`src/rtl/pwm_timer_pkg.sv`:
```
package pwm_timer_pkg;
  localparam int ADDR_W = 3;

  typedef enum logic [ADDR_W-1:0] {
    REG_PERIOD   = 3'd0,
    REG_COMPARE  = 3'd1,
    REG_PRESCALE = 3'd2,
    REG_CONTROL  = 3'd3,
    REG_PENDCLR  = 3'd4
  } regAddr_e;

  localparam logic [2:0] MODE_ONESHOT = 3'b111;

  // control -> datapath strobes
  typedef struct packed {
    logic run;
    logic tick;
    logic invert;
    logic oneShot;
  } dpStrobe_t;

  // datapath -> control events
  typedef struct packed {
    logic match;
    logic overflow;
  } dpEvent_t;
endpackage

```
`src/rtl/pwm_timer_ctrl.sv`:
```
module pwm_timer_ctrl
  import pwm_timer_pkg::*;
#(
  parameter int CNT_W = 16,
  parameter int PRE_W = 8
) (
  input  logic                clk,
  input  logic                rstN,
  input  logic                wrEn,
  input  logic [ADDR_W-1:0]   wrAddr,
  input  logic [CNT_W-1:0]    wrData,
  input  dpEvent_t            ev,
  output dpStrobe_t           strobe,
  output logic [CNT_W-1:0]    stagedPeriod,
  output logic [CNT_W-1:0]    stagedCompare,
  output logic                irqMatch,
  output logic                irqOverflow
);
  logic [PRE_W-1:0] preVal;
  logic [PRE_W-1:0] presc;
  logic             enable, invert, maskMatch, maskOvf;
  logic [2:0]       mode;
  logic             pendMatch, pendOvf;
  logic             clrMatch, clrOvf;

  // register write decode
  always_ff @(posedge clk or negedge rstN) begin
    if (!rstN) begin
      stagedPeriod  <= '0;
      stagedCompare <= '0;
      preVal        <= '0;
      enable        <= 1'b0;
      invert        <= 1'b0;
      mode          <= '0;
      maskMatch     <= 1'b0;
      maskOvf       <= 1'b0;
    end else if (wrEn) begin
      case (regAddr_e'(wrAddr))
        REG_PERIOD:   stagedPeriod  <= wrData;
        REG_COMPARE:  stagedCompare <= wrData;
        REG_PRESCALE: preVal        <= wrData[PRE_W-1:0];
        REG_CONTROL: begin
          enable    <= wrData[0];
          invert    <= wrData[1];
          mode      <= wrData[4:2];
          maskMatch <= wrData[5];
          maskOvf   <= wrData[6];
        end
        default: ;
      endcase
    end
  end

  // prescaler; >= keeps a shrunken limit from running the long way round
  always_ff @(posedge clk or negedge rstN) begin
    if (!rstN)                 presc <= '0;
    else if (!enable)          presc <= '0;
    else if (presc >= preVal)  presc <= '0;
    else                       presc <= presc + 1'b1;
  end

  always_comb begin
    strobe.run     = enable;
    strobe.tick    = enable && (presc >= preVal);
    strobe.invert  = invert;
    strobe.oneShot = (mode == MODE_ONESHOT);
  end

  // sticky pending flags, event wins over clear
  assign clrMatch = wrEn && (regAddr_e'(wrAddr) == REG_PENDCLR) && wrData[0];
  assign clrOvf   = wrEn && (regAddr_e'(wrAddr) == REG_PENDCLR) && wrData[1];

  always_ff @(posedge clk or negedge rstN) begin
    if (!rstN) begin
      pendMatch <= 1'b0;
      pendOvf   <= 1'b0;
    end else begin
      pendMatch <= ev.match    | (pendMatch & ~clrMatch);
      pendOvf   <= ev.overflow | (pendOvf   & ~clrOvf);
    end
  end

  assign irqMatch    = pendMatch & ~maskMatch;
  assign irqOverflow = pendOvf   & ~maskOvf;

  p_presc_idle_r1: assert property (@(posedge clk) disable iff (!rstN)
    !enable |=> (presc == '0));
  p_pend_sticky_r6: assert property (@(posedge clk) disable iff (!rstN)
    (pendMatch && !clrMatch) |=> pendMatch);
  p_pend_set_r6: assert property (@(posedge clk) disable iff (!rstN)
    ev.overflow |=> pendOvf);
endmodule

```
`src/rtl/pwm_timer_dp.sv`:
```
module pwm_timer_dp
  import pwm_timer_pkg::*;
#(
  parameter int CNT_W = 16
) (
  input  logic             clk,
  input  logic             rstN,
  input  dpStrobe_t        strobe,
  input  logic [CNT_W-1:0] stagedPeriod,
  input  logic [CNT_W-1:0] stagedCompare,
  output dpEvent_t         ev,
  output logic             pwmOut
);
  logic [CNT_W-1:0] cnt, actPeriod, actCompare;
  logic             shotDone;
  logic             step, wrap;

  assign wrap = (cnt == actPeriod);
  assign step = strobe.tick && !shotDone;

  // counter with staged reload at period boundary
  always_ff @(posedge clk or negedge rstN) begin
    if (!rstN) begin
      cnt        <= '0;
      actPeriod  <= '0;
      actCompare <= '0;
      shotDone   <= 1'b0;
    end else if (!strobe.run) begin
      cnt        <= '0;
      actPeriod  <= stagedPeriod;
      actCompare <= stagedCompare;
      shotDone   <= 1'b0;
    end else if (step) begin
      if (wrap) begin
        cnt        <= '0;
        actPeriod  <= stagedPeriod;
        actCompare <= stagedCompare;
        if (strobe.oneShot) shotDone <= 1'b1;
      end else begin
        cnt <= cnt + 1'b1;
      end
    end
  end

  assign ev.match    = step && (cnt == actCompare);
  assign ev.overflow = step && wrap;

  assign pwmOut = strobe.run && !shotDone && (strobe.invert ^ (cnt < actCompare));

  p_count_bound_r2: assert property (@(posedge clk) disable iff (!rstN)
    cnt <= actPeriod);
  p_wrap_r2: assert property (@(posedge clk) disable iff (!rstN)
    (strobe.run && step && wrap) |=> (cnt == '0));
  p_match_keeps_r2: assert property (@(posedge clk) disable iff (!rstN)
    (strobe.run && ev.match && !wrap) |=> (cnt == $past(cnt) + 1'b1));
  p_idle_r9: assert property (@(posedge clk) disable iff (!rstN)
    !strobe.run |=> (cnt == '0));
  p_shot_park_r5: assert property (@(posedge clk) disable iff (!rstN)
    shotDone |-> (cnt == '0 && !pwmOut));
endmodule

```
`src/rtl/pwm_timer.sv`:
```
module pwm_timer
  import pwm_timer_pkg::*;
#(
  parameter int CNT_W = 16,
  parameter int PRE_W = 8
) (
  input  logic              clk,
  input  logic              rstN,
  input  logic              wrEn,
  input  logic [2:0]        wrAddr,
  input  logic [CNT_W-1:0]  wrData,
  output logic              pwmOut,
  output logic              irqMatch,
  output logic              irqOverflow
);
  dpStrobe_t        strobe;
  dpEvent_t         ev;
  logic [CNT_W-1:0] stagedPeriod, stagedCompare;

  pwm_timer_ctrl #(.CNT_W(CNT_W), .PRE_W(PRE_W)) u_ctrl (
    .clk(clk), .rstN(rstN), .wrEn(wrEn), .wrAddr(wrAddr), .wrData(wrData),
    .ev(ev), .strobe(strobe), .stagedPeriod(stagedPeriod),
    .stagedCompare(stagedCompare), .irqMatch(irqMatch), .irqOverflow(irqOverflow)
  );

  pwm_timer_dp #(.CNT_W(CNT_W)) u_dp (
    .clk(clk), .rstN(rstN), .strobe(strobe), .stagedPeriod(stagedPeriod),
    .stagedCompare(stagedCompare), .ev(ev), .pwmOut(pwmOut)
  );
endmodule

```
`config.mk`:
```
export PLATFORM = sky130hd
export DESIGN_NAME = pwm_timer
export DESIGN_NICKNAME = d
export VERILOG_FILES = /design/src/rtl/pwm_timer_pkg.sv /design/src/rtl/pwm_timer_ctrl.sv /design/src/rtl/pwm_timer_dp.sv /design/src/rtl/pwm_timer.sv
export SDC_FILE = /design/constraint.sdc
export NUM_CORES = 1
export LEC_CHECK = 0
export BUFFER_PORTS_ARGS = -buffer_cell sky130_fd_sc_hd__buf_2
export CORE_ASPECT_RATIO = 1.5
export CORE_MARGIN = 2
export CORE_UTILIZATION = 50
export DETAILED_ROUTE_END_ITERATION = 6
export GPL_TIMING_DRIVEN = 0
export PLACE_DENSITY = 0.67
export SYNTH_ARGS = -nofsm -noshare
export SYNTH_HDL_FRONTEND = slang
export SYNTH_HIERARCHICAL = 1
export SYNTH_SLANG_ARGS = --single-unit
```
`constraint.sdc`:
```
create_clock -name clk -period 3.6 [get_ports clk]
set_input_delay 0.18 -clock clk [delete_from_list [all_inputs] [get_ports clk]]
set_output_delay 0.18 -clock clk [all_outputs]
set_load 0.01 [all_outputs]
```
Yosys cells after proc, flatten, opt, wreduce, memory -nomap -nowiden. Index checks and enable logic that the tools add are counted.

Flip-flop bits (word level): 106. Input port bits: 22. Output and inout bits: 3. Logic and storage cells: 72.

Add/sub/neg operators: 2. $lt $le $gt $ge: 2. Eq/ne operators: 10. Muxes and demuxes: 15. Bitwise gates (word level): 11. Reductions and logical operators: 17.

Operator list (count): 2-to-1 mux 16 bit (9); equality test 16 bit (2); adder 16 x 1 -> 16 bit, second input constant (1); < comparator 16 bit (1); 2-to-1 mux 8 bit (2); AND reduction 2 bit (5); logical AND 1 bit (9); adder 8 x 1 -> 8 bit, second input constant (1); >= comparator 8 bit (1); equality test 3 x 2 -> 1 bit, second input constant (2); equality test 3 bit, second input constant (2); bitwise AND 1 bit (4); 2-to-1 mux 1 bit (4); != test 2 x 1 -> 1 bit, second input constant (2); inverter 1 bit (4); equality test 3 x 1 -> 1 bit, second input constant (1); logical NOT 3 bit (1); AND reduction 3 bit (1); != test 2 bit, second input constant (1); OR 1 bit (2); logical NOT 1 bit (1); bitwise XOR 1 bit (1).

Logic depth before layout (Yosys ltp).
Word-level depth: 6. Mapped depth: 12. Gate-level depth less buffers: 11.

Modules after synthesis. The synthesis kept the hierarchy.

By module, submodules not included: pwm_timer_dp (times used 1, cells an instance 233, area each 2787.7 um2, sequential area each 1226.2 um2); pwm_timer_ctrl (times used 1, cells an instance 179, area each 2458.6 um2, sequential area each 1426.4 um2).

Worst setup path before layout. Ideal clock, no wire load.

Kind: reg2reg. From: register u_ctrl.presc[2]. To: register u_dp.actCompare[10]. Setup time: 0.125 ns. Arrival: 2.509 ns. Required time: 3.475 ns. Slack: 0.966 ns. Stages on the path, launching flop included: 11. Buffers on the path: 2. Clock period less this slack: 2.634 ns. Cells stage by stage: dfrtp_1 -> ha_1 -> or4_1 -> a21oi_2 -> o31ai_1 -> and2_1 -> nand2b_1 -> clkbuf_1 -> o21ai_4 -> buf_12 -> mux2_4.

RTL lines: from (decl) (line pwm_timer_ctrl.sv:20) `logic [PRE_W-1:0] presc;`; from (signal assigned) (line pwm_timer_ctrl.sv:59) `else presc <= presc + 1'b1;`; to (signal assigned) (line pwm_timer_dp.sv:31) `actCompare <= stagedCompare;`; to (signal assigned) (line pwm_timer_dp.sv:37) `actCompare <= stagedCompare;`; to (decl) (line pwm_timer_dp.sv:14) `logic [CNT_W-1:0] cnt, actPeriod, actCompare;`.

==> flow_summary.ini <==
[cts]
ctsRootBufferMaster = clkbuf_16
cts.clk_slew.worst_paths_ps = 70
cts_buffers = 9
cts_sinks = 106
max-clock-path-buffers = 2
clock_latency_ps = 340
htree_levels = 3
post_cts_resized = 0
cts_tree = yes

[global_route]
antenna_found_initial = 0
grt_pass1_wl_mm = 16.40
grt_overflow_total = 0
met3_usage_pct = 3.885
grt_max_degree = 55
met1_usage_pct = 22.93
grt_usage_pct = 19.35
grt_pass1_vias = 3212
grtUsageMet2_pct = 34.63
grt_busiest_layer = met2

[floorplan]
coreArea_mm2 = 0.01019
start_util_pct = 51.48
die_y_um = 129.5
die-area_mm2 = 0.01134
rows = 45
die_width_um = 87.64
num_io_pins = 25

[critical_path]
r2r_setup_slack_ps = 550
cp-endpoint = u_dp/cnt[15]
cp.required_ps = 3870
reg2reg_to = u_dp/cnt[15]
crit_path_end_kind = flip-flop
crit_buf_inv = 1
worst_path_max_delay_cell = a2111oi_2
cp.arrival_ps = 3320
worst_path_largest_cell_delay_ps = 690
reg2reg_depth = 11
r2r-start = u_ctrl/presc[3]
critPathTopFamily = compound AO/OA/AOI/OAI gates
path_cells = ha_1 > o21a_1 > a21oi_1 > o31ai_1 > and2_1 > nand2b_1 > clkbuf_1 > a2111oi_2 > nand4_1 > xor2_1 > nor2_1
path_class = reg2reg
startpoint_type = flip-flop
crit_path_max_fanout = 7
cp.depth = 11
critPathLaunch = u_ctrl/presc[3]

[yosys]
postSynthCellCount = 412
synth-seq-cells = 106
ys_seq_area_share_pct = 50.56
synth_cell_type_count = 44
synth_ff_type = dfrtp_1
netlist_area_mm2 = 0.005246
yosysWarnings = 6
synth.avg_cell_area_um2 = 12.73
synth_edf_count = 0
async_flop_share_pct = 100.0
syn_nets = 460

[timing]
slew_violations = 0
setup_tns_ps = 0
rsz0062_at_grt = no
setup-violations-final = 0
period_share_pct = 84.61
holdWs_ps = 80.26
tightest_slew_ps = 712.2
finClkSkew_ps = 6.126
fmax_ghz = 0.3283
hold_viol_final = 0
slew_headroom_pct = 52.52
period_needed_ps = 3046

[power_and_ir_drop]
seqPwrFrac_pct = 47.2
combPwrFrac_pct = 24.0
switchingPower_uw = 970.8
p_clk_share_pct = 28.8
pwr_density_cell_mw_per_mm2 = 588.8
sw_frac_of_total_pct = 28.01
vdd_drop_max_mv = 0.3193
p_int_mw = 2.495
power.leakage_nw = 2.861

[routing]
vias = 3142
dr.first_iter.drc_count = 179
dr.pass1.iters = 4
wl_per_cell_um = 16.92
ant_nets = 0
routed_wl_mm = 10.07
viasPerCell = 5.281
drc = 0

[placement]
portBuffers = 24
gp_congestion = 0.8974
post-dp-hpwl_mm = 7.576

[outcome]
outcome = finished clean

[finish]
n_fill_cell = 848
diodes = 0
layout_common_cells = dfrtp_1, mux2_2, xor2_1
layout.nets = 497
final_common_cell = dfrtp_1
drive_above_1_share_pct = 29.30
layout-area-overhead-vs-synth_pct = 12.21

[job]
maxCapViolations = 0

[min_path]
hold_path_class = in2reg
==> power groups by stage <==
stage               registers, mW  logic (mW)  clock network [mW]
finish                       1.64       0.832               0.998
global route                 1.67       0.919                1.07
CTS                          1.64       0.845                1.03
detailed placement           1.66       0.839                   0
global placement             1.65       0.808                   0
floorplan                    1.60       0.674                   0
==> cell type report <==
class | count | area, um^2 | share of cell area (%)
tap | 141 | 176.4 | 2.997
buffer | 12 | 127.6 | 2.168
clock buffer | 11 | 242.7 | 4.123
multi-input combinational | 267 | 2365 | 40.17
timing repair buffer | 26 | 160.2 | 2.721
clock inverter | 5 | 61.31 | 1.041
inverter | 27 | 101.3 | 1.722
sequential | 106 | 2653 | 45.06
==> registers in the layout, summed over array words and instances, names as in the netlist, 3 cells and up <==
name and flops:
u_ctrl/preVal 8, u_ctrl/mode 3, u_ctrl/stagedCompare 16, u_ctrl/presc 8, u_ctrl/stagedPeriod 16, u_dp/actPeriod 16, u_dp/cnt 16, u_dp/actCompare 16
==> per-layer routing <==
metal | up-vias | wire length, um
met3 | 11 | 221
met1 | 1583 | 4140
met5 | - | 0
li1 | 1515 | -
met4 | 0 | 187
met2 | 33 | 5516
==> stage by stage <==
stage / power [mW] / instances / instance area (um^2) / utilization (%) / setup WS [ps]
3_5_place_dp: 2.500 / 578 / 5573 / 54.68 / 615.6
5_1_grt: 3.663 / 595 / 5887 / 57.77 / 307.0
2_1_floorplan: 2.271 / 412 / 5246 / - / 965.7
6_report: 3.466 / 595 / 5887 / 57.77 / 553.9
4_1_cts: 3.513 / 595 / 5887 / 57.77 / 568.1
3_3_place_gp: 2.457 / 577 / 5543 / 54.39 / 628.0
==> Yosys cell counts, types with 3 or more instances <==
| library cell | n | share of area [%] |
|---|---|---|
| a21o_1 | 4 | 0.57 |
| a21oi_1 | 11 | 1.0 |
| and3_1 | 7 | 0.83 |
| buf_6 | 4 | 0.86 |
| dfrtp_1 | 106 | 51 |
| ha_1 | 26 | 6.2 |
| inv_1 | 27 | 1.9 |
| mux2_2 | 46 | 9.9 |
| mux2_4 | 26 | 7.4 |
| nand2_1 | 16 | 1.1 |
| nand3_1 | 11 | 1.0 |
| nand4_1 | 10 | 1.2 |
| nor2_1 | 29 | 2.1 |
| nor2b_1 | 4 | 0.48 |
| nor4_2 | 4 | 0.95 |
| o21ai_0 | 8 | 0.76 |
| o31ai_1 | 3 | 0.43 |
| or4_1 | 3 | 0.43 |
| xnor2_1 | 5 | 0.83 |
| xor2_1 | 30 | 5.0 |
==> worst min path at each step <==
| stage | startpoint | cells past startpoint | endpoint | slack, ps |
|---|---|---|---|---|
| after detailed placement | rstN | 1 | u_dp/cnt[5] | 280 |
| after CTS | wrData[13] | 2 | u_ctrl/stagedCompare[13] | 70 |
| after global placement | wrData[7] | 3 | u_ctrl/preVal[7] | 430 |
| after global routing | wrData[15] | 2 | u_ctrl/stagedPeriod[15] | 80 |
| after floorplan | rstN | 0 | u_ctrl/enable | -120 |
| final | wrData[13] | 2 | u_ctrl/stagedCompare[13] | 80 |
==> repair_timing <==
action                                 4_1_cts  5_1_grt
hold buffers                                 1        0
endpoints found under the hold margin       53        0
buffers inserted                             0        0
==> logic make-up (layout without fill, tap and decap cells) <==
family                   after synthesis  after routing  synth area share (%)
flip-flops                           106            106                 50.56
adder cells (fa/ha/maj)               26             26                 6.201
AND/OR/NAND/NOR                       96             96                 10.40
AO/OA/AOI/OAI                         38             38                 5.318
XOR/XNOR                              35             35                 5.843
multiplexers                          72             72                 17.31
buffers and inverters                 39             81                 4.364
==> worst register-to-register path: cells and delay by family, from the launching register on <==
family | cells | cell delay [ps]
buffers and inverters | 1 | 200
flip-flops | 1 | 450
AO/OA/AOI/OAI | 4 | 1190
XOR/XNOR | 1 | 190
adder cells (fa/ha/maj) | 1 | 310
AND/OR/NAND/NOR | 4 | 640
Power figures use the tool's default switching activity.
